<file path="config.mk">
export PLATFORM = sky130hd
export DESIGN_NAME = scl_period_gen
export DESIGN_NICKNAME = d
export VERILOG_FILES = /design/src/rtl/scl_gen_pkg.sv /design/src/rtl/scl_gen_dp.sv /design/src/rtl/scl_gen_ctrl.sv /design/src/rtl/scl_period_gen.sv
export SDC_FILE = /design/constraint.sdc
export NUM_CORES = 1
export LEC_CHECK = 0
export ABC_AREA = 1
export BUFFER_PORTS_ARGS = -buffer_cell sky130_fd_sc_hd__clkbuf_2
export CAP_MARGIN = 20
export CORE_MARGIN = 2
export CORE_UTILIZATION = 30
export CTS_CLUSTER_DIAMETER = 80
export DETAILED_ROUTE_END_ITERATION = 7
export GPL_TIMING_DRIVEN = 0
export SYNTH_ARGS = -nofsm -noshare
export SYNTH_HDL_FRONTEND = slang
export SYNTH_SLANG_ARGS = --single-unit
</file>
<file path="constraint.sdc">
create_clock -name clk -period 1.84 [get_ports clk]
set_clock_uncertainty 0.05 [all_clocks]
set_input_delay 0.184 -clock clk [delete_from_list [all_inputs] [get_ports clk]]
set_output_delay 0.184 -clock clk [all_outputs]
set_load 0.01 [all_outputs]
</file>
<file path="src/rtl/scl_gen_pkg.sv">
package scl_gen_pkg;

  typedef enum logic [1:0] {
    PH_IDLE   = 2'd0,
    PH_LOW    = 2'd1,
    PH_WAITHI = 2'd2,
    PH_HIGH   = 2'd3
  } phase_e;

  // strobes from control to datapath
  typedef struct packed {
    logic clear;
    logic loadLow;
    logic loadHigh;
    logic dec;
  } ctrlStrobe_t;

endpackage

</file>
<file path="src/rtl/scl_gen_dp.sv">
module scl_gen_dp
  import scl_gen_pkg::*;
#(
  parameter int CNT_W      = 16,
  parameter int MIN_CNT    = 6,
  parameter int HIGH_EXTRA = 4
) (
  input  logic             clk,
  input  logic             rstN,
  input  ctrlStrobe_t      strobe,
  input  logic             fastMode,
  input  logic [CNT_W-1:0] stdHighCnt,
  input  logic [CNT_W-1:0] stdLowCnt,
  input  logic [CNT_W-1:0] fastHighCnt,
  input  logic [CNT_W-1:0] fastLowCnt,
  output logic             cntZero
);

  localparam int CW = CNT_W + 1;
  localparam logic [CW-1:0] MIN_V   = CW'(MIN_CNT);
  localparam logic [CW-1:0] EXTRA_V = CW'(HIGH_EXTRA);

  // index 0 = standard pair, 1 = fast pair
  logic [1:0][CNT_W-1:0] rawHigh, rawLow;
  logic [1:0][CW-1:0]    effHigh, effLow;

  assign rawHigh[0] = stdHighCnt;
  assign rawHigh[1] = fastHighCnt;
  assign rawLow[0]  = stdLowCnt;
  assign rawLow[1]  = fastLowCnt;

  for (genvar m = 0; m < 2; m++) begin : g_clamp
    logic [CW-1:0] hExt, lExt;
    assign hExt = {1'b0, rawHigh[m]};
    assign lExt = {1'b0, rawLow[m]};
    assign effHigh[m] = (hExt < MIN_V) ? MIN_V : hExt;
    assign effLow[m]  = (lExt < MIN_V) ? MIN_V : lExt;
  end

  logic [CW-1:0] cntQ;
  logic [CW-1:0] lowLoad, highLoad;

  assign lowLoad  = effLow[fastMode];
  assign highLoad = effHigh[fastMode] + EXTRA_V;

  always_ff @(posedge clk or negedge rstN) begin
    if (!rstN)                cntQ <= '0;
    else if (strobe.clear)    cntQ <= '0;
    else if (strobe.loadLow)  cntQ <= lowLoad;
    else if (strobe.loadHigh) cntQ <= highLoad;
    else if (strobe.dec)      cntQ <= cntQ - CW'(1);
  end

  assign cntZero = (cntQ == '0);

endmodule

</file>
<file path="src/rtl/scl_gen_ctrl.sv">
module scl_gen_ctrl
  import scl_gen_pkg::*;
#(
  parameter int SYNC_STAGES = 2
) (
  input  logic        clk,
  input  logic        rstN,
  input  logic        enable,
  input  logic        sclIn,
  input  logic        cntZero,
  output ctrlStrobe_t strobe,
  output logic        sclDriveLow,
  output logic        dataChange,
  output logic        dataSample
);

  logic [SYNC_STAGES-1:0] syncQ;
  logic                   lineHigh;

  for (genvar s = 0; s < SYNC_STAGES; s++) begin : g_sync
    always_ff @(posedge clk or negedge rstN) begin
      if (!rstN) syncQ[s] <= 1'b0;
      else if (s == 0) syncQ[s] <= sclIn;
      else syncQ[s] <= syncQ[(s == 0) ? 0 : s-1];
    end
  end

  assign lineHigh = syncQ[SYNC_STAGES-1];

  phase_e phaseQ, phaseNext;

  always_comb begin
    phaseNext = phaseQ;
    strobe    = '0;
    unique case (phaseQ)
      PH_IDLE: begin
        if (enable) begin
          phaseNext      = PH_LOW;
          strobe.loadLow = 1'b1;
        end else begin
          strobe.clear = 1'b1;
        end
      end
      PH_LOW: begin
        if (!enable) begin
          phaseNext    = PH_IDLE;
          strobe.clear = 1'b1;
        end else if (cntZero) begin
          phaseNext = PH_WAITHI;
        end else begin
          strobe.dec = 1'b1;
        end
      end
      PH_WAITHI: begin
        if (!enable) begin
          phaseNext    = PH_IDLE;
          strobe.clear = 1'b1;
        end else if (lineHigh) begin
          phaseNext       = PH_HIGH;
          strobe.loadHigh = 1'b1;
        end
      end
      PH_HIGH: begin
        if (!enable) begin
          phaseNext    = PH_IDLE;
          strobe.clear = 1'b1;
        end else if (cntZero) begin
          phaseNext      = PH_LOW;
          strobe.loadLow = 1'b1;
        end else begin
          strobe.dec = 1'b1;
        end
      end
      default: begin
        phaseNext    = PH_IDLE;
        strobe.clear = 1'b1;
      end
    endcase
  end

  always_ff @(posedge clk or negedge rstN) begin
    if (!rstN) begin
      phaseQ     <= PH_IDLE;
      dataChange <= 1'b0;
      dataSample <= 1'b0;
    end else begin
      phaseQ     <= phaseNext;
      dataChange <= (phaseNext == PH_LOW)  && (phaseQ != PH_LOW);
      dataSample <= (phaseNext == PH_HIGH) && (phaseQ != PH_HIGH);
    end
  end

  assign sclDriveLow = (phaseQ == PH_LOW);

endmodule

</file>
<file path="src/rtl/scl_period_gen.sv">
module scl_period_gen
  import scl_gen_pkg::*;
#(
  parameter int CNT_W       = 16,
  parameter int MIN_CNT     = 6,
  parameter int SYNC_STAGES = 2
) (
  input  logic             clk,
  input  logic             rstN,
  input  logic             enable,
  input  logic             fastMode,
  input  logic [CNT_W-1:0] stdHighCnt,
  input  logic [CNT_W-1:0] stdLowCnt,
  input  logic [CNT_W-1:0] fastHighCnt,
  input  logic [CNT_W-1:0] fastLowCnt,
  input  logic             sclIn,
  output logic             sclDriveLow,
  output logic             dataChange,
  output logic             dataSample
);

  // released phase = (SYNC_STAGES+1) wait cycles + (effH + HIGH_EXTRA + 1) counted
  localparam int HIGH_EXTRA = 8 - (SYNC_STAGES + 1) - 1;

  ctrlStrobe_t strobe;
  logic        cntZero;

  scl_gen_ctrl #(.SYNC_STAGES(SYNC_STAGES)) u_ctrl (
    .clk         (clk),
    .rstN        (rstN),
    .enable      (enable),
    .sclIn       (sclIn),
    .cntZero     (cntZero),
    .strobe      (strobe),
    .sclDriveLow (sclDriveLow),
    .dataChange  (dataChange),
    .dataSample  (dataSample)
  );

  scl_gen_dp #(
    .CNT_W      (CNT_W),
    .MIN_CNT    (MIN_CNT),
    .HIGH_EXTRA (HIGH_EXTRA)
  ) u_dp (
    .clk         (clk),
    .rstN        (rstN),
    .strobe      (strobe),
    .fastMode    (fastMode),
    .stdHighCnt  (stdHighCnt),
    .stdLowCnt   (stdLowCnt),
    .fastHighCnt (fastHighCnt),
    .fastLowCnt  (fastLowCnt),
    .cntZero     (cntZero)
  );

endmodule

</file>
==> run_results.csv, run 1 <==
group,metric,value,unit
timing,max-slew-margin-rel,0.5928,
placed_design,post_dp_hpwl,7289,um
floorplanning,floorplan.die.width,99.46,um
global_routing,grt_max_degree,24,
critical_path,crit_path_max_incr_delay,0.44,ns
clock_tree,clock_tree.buffer_depth,2,
yosys,ys_top_cells_by_count,"nand2_1 (165), nor2_1 (96), inv_1 (56)",
yosys,synth-edff-count,0,
detailed_routing,wirelength,9337,um
layout,final_util,0.4358,
layout,finalNonFillerCells,708,
detailed_routing,final_antenna_net_count,0,
pwr,leakagePower,2.014,nW
yosys,ys_seq_area_frac,0.2105,
detailed_routing,first_iter_violations,249,
floorplanning,placeableCoreArea,0.008763,mm2
placed_design,preCtsSetupSlack,-0.6601,ns
timing,rsz0062_at_grt,"yes",
yosys,synth.largest_area_cell,"nand2_1",
pwr,power.ir.vdd_worst,0.3761,mV
yosys,synth_unique_cells,31,
placed_design,rd_place_congestion,0.8834,
global_routing,grt_usage,0.1847,
critical_path,path_class,"flip-flop to flip-flop",
clock_tree,clock_tree.root_cell,"clkbuf_8",
timing,report.final.slew_viol_count,0,
detailed_routing,wire_per_inst,13.19,um
placed_design,io_buffer_count,70,
timing,setup_violations,1,
layout,multi_input_area,0.002125,mm2
detailed_routing,routed-via-count,3510,
layout,diodes,0,
critical_path,worstPathRequired,1.94,ns
timing,finalCriticalPeriod,1.841,ns
min_path,hold_path.class,"primary input to flip-flop",
critical_path,endpoint_kind,"flip-flop",
clock_tree,cts_tree,"built",
global_routing,grt_pass1_wl,14890,um
global_routing,grt.overflow.total,0,
clock_tree,cts.clk_slew.worst_paths,0.08,ns
clock_tree,cts.htree.levels,1,
critical_path,worstPathCellList,"buf_4, ha_2, o211ai_1, nand4_4, nand2_8, inv_8, nand2_2, o21ai_0",
yosys,syn_inst,498,
placed_design,placed_cells_incl_taps,676,
clock_tree,clock_latency,0.26,ns
detailed_routing,remaining_drc_errors,0,
timing,report.final.hold_viol_count,0,
floorplanning,die-height,99.46,um
yosys,yosys.cell_count.top_type,"nand2_1",
yosys,async_reset_ff_frac,1.000,
timing,max_freq,543.2,MHz
yosys,synthesis_warnings,0,
layout,drive_gt1_frac,0.3167,
run_status,failing_checks,"negative setup slack",
yosys,synth.top_cells.by_area,"nand2_1 (23%), dfrtp_1 (21%), nor2_1 (13%)",
timing,fin_crit_sh,1.000,
floorplanning,std_cell_rows,34,
global_routing,first_global_vias,3166,
clock_tree,tritoncts_num_sinks,23,
floorplanning,ios,72,
layout,area.sequential,583.1,um2
yosys,syn-mean-instance-area,5.490,um2
run_status,status,"complete, but fails checks",
critical_path,critical-path-slowest-cell,"dfrtp_2",
layout,fillers,940,
critical_path,crit_path_start_kind,"flip-flop",
yosys,post_synthesis_instance_area,0.002734,mm2
critical_path,worst_ep_arrival_time,1.94,ns
timing,timing.setup.tns,-0.0007916,ns
floorplanning,initial_core_util,0.3120,
floorplanning,die_area,0.009892,mm2
timing,holdWs,0.2717,ns
yosys,synth_fp_nets,575,
layout,area_growth_syn_to_layout,39.68,%
timing,post-route-worst-setup-slack,-0.0007916,ns
yosys,ys_ff_latch,23,
critical_path,worstPathMaxFanout,10,
yosys,synth_top_area_share,0.2265,
yosys,most_used_flip_flop_cell_after_synthesis,"dfrtp_1",
pwr,power_density,1087,mW/mm2
clock_tree,numCtsBuffers,3,
detailed_routing,drt_pass1_iterations,5,
detailed_routing,viasPerCell,4.958,
layout,num-nets-final,678,
timing,worstMarginPinSlew,0.6108,ns
flow_run,max_cap_viol_count,0,
global_routing,antenna_found_initial,0,
==> worst max-delay path: cells and delay by family (launching register included) <==
family,cells,cell delay [ns]
simple gates,3,0.47
flops,1,0.44
compound gates,2,0.35
buf+inv,2,0.22
fa+ha+maj,1,0.21
==> cell type report <==
type	count	share of cell area
plain buffers	14	0.03080
clock buffers	4	0.01180
inverters	58	0.06029
multi-input cells	403	0.5564
flip-flops and latches	23	0.1527
well taps	108	0.03539
repair buffers	98	0.1527
==> kinds of logic after synthesis <==
| group | after synthesis | share of synthesized area |
|---|---|---|
| adders and majority gates | 8 | 0.03661 |
| buffers and inverters | 72 | 0.1089 |
| xor gates and xnor gates | 9 | 0.02883 |
| DFF | 23 | 0.2105 |
| and+or+nand+nor | 330 | 0.5025 |
| AOI/OAI and AO/OA | 56 | 0.1126 |
==> final timing paths <==
check	from	end	slack (ns)	cells after the start
setup / recovery	u_ctrl.phaseQ[0]	u_dp.cntQ[1]	-0.0008	8
hold / removal	fastLowCnt[6]	u_dp.cntQ[6]	0.27	5
setup reg to reg	u_ctrl.phaseQ[0]	u_dp.cntQ[1]	-0.0008	8
hold reg to reg	u_ctrl.syncQ[0]	u_ctrl.lineHigh	0.31	0
max in group asynchronous	rstN	u_ctrl.phaseQ[1]	0.89	2
min in group asynchronous	rstN	u_ctrl.phaseQ[0]	0.40	2
==> sequential cells by signal, indices dropped and copies added (netlist names) <==
signal             count
u_ctrl.dataSample      1
u_ctrl.dataChange      1
u_ctrl.phaseQ          2
u_dp.cntQ             17
u_ctrl.syncQ           1
u_ctrl.lineHigh        1
==> layer usage <==
| metal | track usage | vias to the layer above | share of wire |
|---|---|---|---|
| li1 | - | 1780 | - |
| met1 | 0.2447 | 1619 | 0.45 |
| met2 | 0.3254 | 105 | 0.49 |
| met3 | 0.02530 | 6 | 0.051 |
| met4 | 0.03056 | 0 | 0.011 |
| met5 | 0 | - | 0 |
==> metrics by stage <==
stage | power, mW | instance area [um2]
after floorplan | 2.406 | 2736
after global placement | 2.965 | 3222
after detailed placement | 2.984 | 3222
after CTS | 3.636 | 3507
after global routing | 4.535 | 3819
final | 4.150 | 3819
==> power breakdown <==
group | leakage, nW | total (mW) | internal, mW | switching, mW
clock | 0.0228 | 0.316 | 0.155 | 0.162
combinational | 1.70 | 2.92 | 1.24 | 1.68
sequential | 0.293 | 0.910 | 0.700 | 0.209
==> cell usage in the layout, fill, tap and decap left out, types with 5 or more instances in the layout <==
cell type	count
buf_2	6
dfrtp_2	6
o21ai_1	9
buf_4	26
xor2_1	5
o211ai_1	5
nor2_2	19
nor2_4	9
nor2_1	74
a21oi_1	10
inv_2	9
nand2_2	10
dfrtp_1	17
nand3_1	37
nand4_1	8
nand2_1	151
clkbuf_8	5
inv_1	46
clkbuf_2	70
o21ai_0	25
==> timing repair <==
| action | 4_1_cts | 5_1_grt |
|---|---|---|
| hold buffers | 2 | 0 |
| endpoints found under the hold margin | 24 | 0 |
| endpoints found under the setup margin | 17 | 19 |
| setup buffers | 11 | 13 |
| gates cloned | 1 | 1 |
| gates resized for setup | 49 | 64 |
| pin swaps | 8 | 21 |
(Power assumes the default switching activity.)
==> run 2, diff against run 1 <==
- CORE_UTILIZATION: 30 -> 40
- PLACE_DENSITY: default -> 0.68
==> run 2 against run 1 <==
Compared with the run above: the run still ends with negative setup slack left; die area decreased by 24%; core utilization up 12 points; first-iteration DRC count decreased by 21%; largest cell class unchanged; critical path depth increased by 2; combinational power fell by 2%; largest power group unchanged.
==> run_results.csv, run 2 (synthesis results as in run 1) <==
group,metric,value,unit
run_status,status,"complete, but fails checks",
run_status,failing_checks,"negative setup slack",
min_path,hold_path_end,"u_dp.cntQ[0]",
timing,rsz0062_at_grt,"yes",
floorplanning,initial_core_util,0.4069,
clock_tree,cts_tree,"built",
detailed_routing,viasPerCell,5.176,
min_path,worstHoldStart,"fastLowCnt[0]",
timing,post-route-worst-setup-slack,-0.01033,ns
clock_tree,numCtsBuffers,3,
clock_tree,tritoncts_num_sinks,23,
global_routing,grt_pass1_wl,13730,um
critical_path,reg2reg_slack,-0.01,ns
detailed_routing,wirelength,8937,um
detailed_routing,routed-via-count,3494,
min_path,worst_hold_path.num_cells,5,
pwr,overall_power,4.139,mW
global_routing,first_global_vias,3177,
pwr,power.ir.vdd_worst,1.105,mV
pwr,power_density,1100,mW/mm2
placed_design,post_dp_hpwl,6675,um
critical_path,worst_ep_arrival_time,1.95,ns
floorplanning,placeableCoreArea,0.006719,mm2
layout,registers.top_by_ff_count,"u_dp.cntQ",
layout,finish.instance_area,0.003762,mm2
layout,largestRegisters,"u_dp.cntQ: 17 flops, u_ctrl.phaseQ: 2 flops",
timing,finalCriticalPeriod,1.850,ns
detailed_routing,first_iter_violations,196,
critical_path,worstPathMaxFanout,10,
timing,max-slew-margin-rel,0.6018,
detailed_routing,remaining_drc_errors,0,
placed_design,rd_place_congestion,0.9070,
layout,layout_commonest_cell,"nand2_1",
layout,fillers,644,
timing,timing.setup.tns,-0.02035,ns
critical_path,crit_path_start_kind,"flip-flop",
floorplanning,die_area,0.007512,mm2
placed_design,io_buffer_count,70,
placed_design,post_dp_cell_area,0.003187,mm2
timing,setup_violations,3,
clock_tree,clock_tree.buffer_depth,2,
detailed_routing,drt_pass1_iterations,5,
clock_tree,cts.clk_slew.worst_paths,0.08,ns
layout,area_growth_syn_to_layout,37.62,%
layout,layout.cells.most_common_list,"nand2_1 (154), nor2_1 (74), clkbuf_2 (70)",
layout,num-nets-final,673,
pwr,leakagePower,1.983,nW
layout,drive_gt1_frac,0.3092,
clock_tree,cts.htree.levels,1,
layout,final_util,0.5600,
critical_path,crit-reg2reg-capture,"u_dp.cntQ[8]",
critical_path,path_class,"flip-flop to flip-flop",
timing,worstMarginPinSlew,0.5973,ns
placed_design,preCtsSetupSlack,-0.5319,ns
detailed_routing,met2RoutedLength,4493,um
global_routing,grt_usage,0.2276,
layout,largest_register_ff_count,17,
timing,fin_crit_sh,1.006,
detailed_routing,final_antenna_net_count,0,
floorplanning,ios,72,
floorplanning,floorplan.die.width,86.67,um
global_routing,antenna_found_initial,0,
detailed_routing,wl_met1,3799,um
timing,max_freq,540.4,MHz
clock_tree,clock_latency,0.27,ns
floorplanning,std_cell_rows,30,
detailed_routing,met3WireLength,365,um
global_routing,grt_max_degree,24,
layout,diodes,0,
detailed_routing,wire_per_inst,13.24,um
timing,report.final.slew_viol_count,0,
min_path,hold_path.class,"primary input to flip-flop",
critical_path,r2r_cells,10,
critical_path,endpoint_kind,"flip-flop",
detailed_routing,maxUsedRoutingLayer,"met4",
global_routing,grt.overflow.total,0,
critical_path,worstPathRequired,1.94,ns
flow_run,max_cap_viol_count,0,
timing,report.final.hold_viol_count,0,
floorplanning,die-height,86.67,um
critical_path,crit-reg2reg-launch,"u_dp.cntQ[2]",
clock_tree,clock_tree.root_cell,"clkbuf_8",
[run 2: cell count changes in the layout (fill, tap and decap cells not counted), sizes merged]
cell / delta
buf: -3
clkbuf: -2
[run 2: what timing repair did]
item	4_1_cts	5_1_grt
hold endpoints to repair	24	0
resized for setup	49	68
setup buffers	11	11
pin swaps	7	16
setup endpoints to repair	17	20
hold buffers	2	0
gates cloned	0	0
[run 2: worst max-delay path: stages (launching register included)]
cell and delay (ns):
dfrtp_2 0.46, nor2_4 0.15, nand3_1 0.13, nor2_4 0.15
nand2_2 0.07, o211ai_1 0.15, nand4_4 0.19, nand2_4 0.17
inv_6 0.07, nand3_1 0.08, nand2_1 0.07
[run 2: area by class of cell]
cell class,count,area [um2],share of cell area
buffer,13,106.4,0.02827
timing repair buffer,94,548.0,0.1457
tap,80,100.1,0.02660
inverter,58,235.2,0.06252
sequential,23,581.8,0.1546
clock buffer,4,45.04,0.01197
multi-input combinational,403,2146,0.5703
[run 2: stage by stage]
stage / instances / hold slack, ns
after floorplan: 498 / -0.1616
after global placement: 648 / 0.1602
after detailed placement: 648 / 0.1574
after CTS: 665 / 0.2779
after global routing: 675 / 0.2923
final: 675 / 0.2620
[run 2: where the power goes]
part / total, mW / switching [mW] / internal (mW)
sequential: 0.958 / 0.258 / 0.699
combinational: 2.87 / 1.65 / 1.21
clock: 0.316 / 0.161 / 0.155
[run 2: per-layer routing]
metal	track usage	vias to the layer above
met5	0	-
met4	0.07813	0
met3	0.01810	28
met2	0.4210	103
met1	0.2753	1600
li1	-	1763
[run 2: worst max path at each step]
stage                               from             to  slack [ns]  cells past startpoint
after global routing       u_dp.cntQ[11]   u_dp.cntQ[1]       -0.11                     10
after global placement          fastMode  u_dp.cntQ[16]       -0.49                     16
after CTS                   u_dp.cntQ[1]   u_dp.cntQ[5]      0.0002                     11
after floorplan           fastHighCnt[4]  u_dp.cntQ[12]       0.007                     19
final                       u_dp.cntQ[2]   u_dp.cntQ[8]       -0.01                     10
after detailed placement   stdHighCnt[9]  u_dp.cntQ[16]       -0.53                     17
==> run 3, diff against run 2 <==
- ABC_AREA: 1 -> 0
- REMOVE_ABC_BUFFERS: default -> 1
- TNS_END_PERCENT: default -> 1
==> run 3 against run 2 <==
Compared with the run above: the flow still finishes with violations (negative setup slack); final cell count decreased by 30%; non-clock buffer count is 12 lower; worst setup slack worse by 0.82 ns; fmax is 31% lower; global-route usage increased by 0.37 points; first-iteration DRC count is 63% higher; hold slack improved by 0.014 ns; final area down 9.5%; synthesized area decreased by 6.8%; clock-buffer cell count did not move; register-to-register slack got worse by 0.82 ns; synthesized cell count decreased by 38%; highest routed layer unchanged.
==> run_results.csv, run 3 <==
group,metric,value,unit
global_routing,antenna_found_initial,0,
run_status,failing_checks,"negative setup slack",
layout,layout_commonest_cell,"clkbuf_2",
critical_path,cp_num_buf_inv,2,
timing,rsz0062_at_grt,"yes",
clock_tree,clock_latency,0.26,ns
detailed_routing,final_antenna_net_count,0,
detailed_routing,routed-via-count,2920,
layout,diodes,0,
layout,drive_gt1_frac,0.3452,
yosys,async_reset_ff_frac,1.000,
floorplanning,die-height,83.83,um
yosys,synth_top_area_share,0.2258,
clock_tree,cts.htree.levels,1,
critical_path,crit_family,"simple AND/OR/NAND/NOR gates",
yosys,synth_unique_cells,60,
global_routing,grt_max_degree,49,
clock_tree,clock_tree.root_cell,"clkbuf_8",
timing,setup_violations,21,
global_routing,first_global_vias,2727,
detailed_routing,remaining_drc_errors,0,
critical_path,crit_path_start_kind,"flip-flop",
critical_path,worstPathRequired,1.96,ns
yosys,yosys.cell_count.top_type,"dfrtp_1",
flow_run,max_cap_viol_count,0,
yosys,synth-edff-count,0,
placed_design,placed_cells_incl_taps,446,
floorplanning,ios,72,
critical_path,critical_path.startpoint,"u_dp.cntQ[13]",
placed_design,io_buffer_count,71,
detailed_routing,drt_pass1_iterations,5,
critical_path,critPathMostFrequentCell,"a21oi_2",
critical_path,crit-reg2reg-launch,"u_dp.cntQ[13]",
timing,post-route-worst-setup-slack,-0.8299,ns
run_status,status,"complete, but fails checks",
yosys,synth.largest_area_cell,"dfrtp_1",
timing,report.final.slew_viol_count,0,
placed_design,rd_place_congestion,0.8850,
critical_path,reg2reg_slack,-0.83,ns
critical_path,timing.critical_path.to,"u_dp.cntQ[8]",
floorplanning,floorplan.die.width,83.83,um
critical_path,timing.critical_path.depth,8,
layout,largestRegisters,"u_dp.cntQ: 17 flops, u_ctrl.phaseQ: 2 flops",
timing,worstMarginPinSlew,0.6740,ns
pwr,power_density,1229,mW/mm2
yosys,most_used_flip_flop_cell_after_synthesis,"dfrtp_1",
yosys,post_synthesis_instance_area,0.002549,mm2
global_routing,grt.overflow.total,0,
critical_path,critical-path-slowest-cell,"or4_4",
detailed_routing,first_iter_violations,319,
global_routing,grt_pass1_wl,13390,um
timing,report.final.hold_viol_count,0,
layout,largest_register_ff_count,17,
pwr,power.ir.vdd_worst,0.6443,mV
yosys,synth.top_cells.by_area,"dfrtp_1 (23%), mux2i_1 (7.9%), a21oi_1 (4.3%)",
critical_path,worst_ep_arrival_time,2.79,ns
timing,finalCriticalPeriod,2.670,ns
clock_tree,cts.clk_slew.worst_paths,0.09,ns
clock_tree,tritoncts_num_sinks,23,
clock_tree,numCtsBuffers,3,
clock_tree,clock_tree.buffer_depth,2,
layout,layout.cells.most_common_list,"clkbuf_2 (70), dfrtp_1 (23), nand3_1 (22)",
yosys,ys_seq_area_frac,0.2258,
critical_path,crit-reg2reg-capture,"u_dp.cntQ[8]",
critical_path,crit_path_max_incr_delay,0.58,ns
floorplanning,die_area,0.007027,mm2
critical_path,worstPathCellList,"or4_4, or3b_4, o41ai_4, buf_4, buf_8, a21oi_2, a221o_1, a21oi_2",
yosys,ys_top_cells_by_count,"dfrtp_1 (23), a21oi_1 (22), nand3_1 (22)",
yosys,synthesis_warnings,0,
floorplanning,initial_core_util,0.4084,
timing,fin_crit_sh,1.451,
global_routing,grt_usage,0.2313,
min_path,hold_path.class,"primary input to flip-flop",
pwr,leakagePower,1.498,nW
clock_tree,cts_tree,"built",
floorplanning,placeableCoreArea,0.006241,mm2
layout,registers.top_by_ff_count,"u_dp.cntQ",
timing,max-slew-margin-rel,0.5502,
detailed_routing,wirelength,8649,um
layout,area_growth_syn_to_layout,33.53,%
floorplanning,std_cell_rows,29,
detailed_routing,viasPerCell,6.200,
placed_design,post_dp_hpwl,6188,um
yosys,ys_ff_latch,23,
placed_design,preCtsSetupSlack,-1.499,ns
yosys,syn-mean-instance-area,8.222,um2
critical_path,worstPathMaxFanout,8,
critical_path,r2r_cells,8,
detailed_routing,wire_per_inst,18.36,um
yosys,syn_inst,310,
critical_path,path_class,"flip-flop to flip-flop",
critical_path,endpoint_kind,"flip-flop",
timing,max_freq,374.5,MHz
layout,num-nets-final,472,
layout,finalNonFillerCells,471,
==> run 3: worst register-to-register path: cells and delay by family (launching register included) <==
| kind | cells | cell delay, ns |
|---|---|---|
| compound gates | 4 | 0.78 |
| buf+inv | 2 | 0.33 |
| flops | 1 | 0.41 |
| simple gates | 2 | 1.02 |
==> run 3: kinds of logic after synthesis <==
family	count (synthesis)	share of synthesized area
AND/OR/NAND/NOR	118	0.2553
AO/OA/AOI/OAI	88	0.2627
buffers and inverters	28	0.04860
multiplexers	24	0.09622
flip-flops	23	0.2258
XOR/XNOR	21	0.07216
adder cells (fa/ha/maj)	8	0.03928
==> run 3: metrics by stage <==
step / hold slack (ns) / power, mW / setup TNS [ns] / utilization / instance area (um2)
global route: 0.3070 / 4.471 / -14.34 / 0.5453 / 3403
floorplan: -0.1616 / 2.426 / -20.34 / - / 2474
detailed placement: 0.1653 / 3.031 / -25.09 / 0.4747 / 2963
global placement: 0.1773 / 2.935 / -32.44 / 0.4687 / 2925
CTS: 0.2811 / 3.801 / -13.49 / 0.5186 / 3237
finish: 0.2756 / 4.183 / -12.68 / 0.5453 / 3403
==> run 3: cell type report <==
class / instances / area [um2]
sequential: 23 / 575.6
inverter: 13 / 48.80
clock buffer: 4 / 45.04
tap: 77 / 96.34
fill: 581 / 2838
timing repair buffer: 95 / 591.8
multi-input combinational: 259 / 2046
==> run 3: how the worst min path moves through the flow <==
stage	to	depth (start not counted)	slack, ns	from
2_1_floorplan	u_ctrl.dataChange	0	-0.16	rstN
3_3_place_gp	u_dp.cntQ[5]	1	0.18	rstN
3_5_place_dp	u_ctrl.dataChange	1	0.17	rstN
4_1_cts	u_dp.cntQ[11]	4	0.28	fastLowCnt[11]
5_1_grt	u_dp.cntQ[11]	4	0.31	stdLowCnt[11]
6_report	u_dp.cntQ[11]	4	0.28	fastLowCnt[11]
==> run 3: power by group <==
| part | internal (mW) | switching, mW | total (mW) |
|---|---|---|---|
| Combinational | 1.46 | 1.53 | 2.98 |
| Clock | 0.154 | 0.160 | 0.315 |
| Sequential | 0.670 | 0.215 | 0.886 |
==> run 3: routing by layer <==
metal,vias to the layer above,global-route usage,share of wire
met2,138,0.4007,0.48
met4,0,0.05718,0.026
met1,1367,0.3020,0.42
met3,23,0.03462,0.074
li1,1392,-,-
met5,-,0,0
==> run 3: repair_timing <==
action	4_1_cts	5_1_grt
pin swaps	15	14
gates cloned	1	0
endpoints found under the setup margin	21	21
buffers inserted	10	9
gates resized for setup	26	22
endpoints found under the hold margin	24	0
hold buffers	2	0
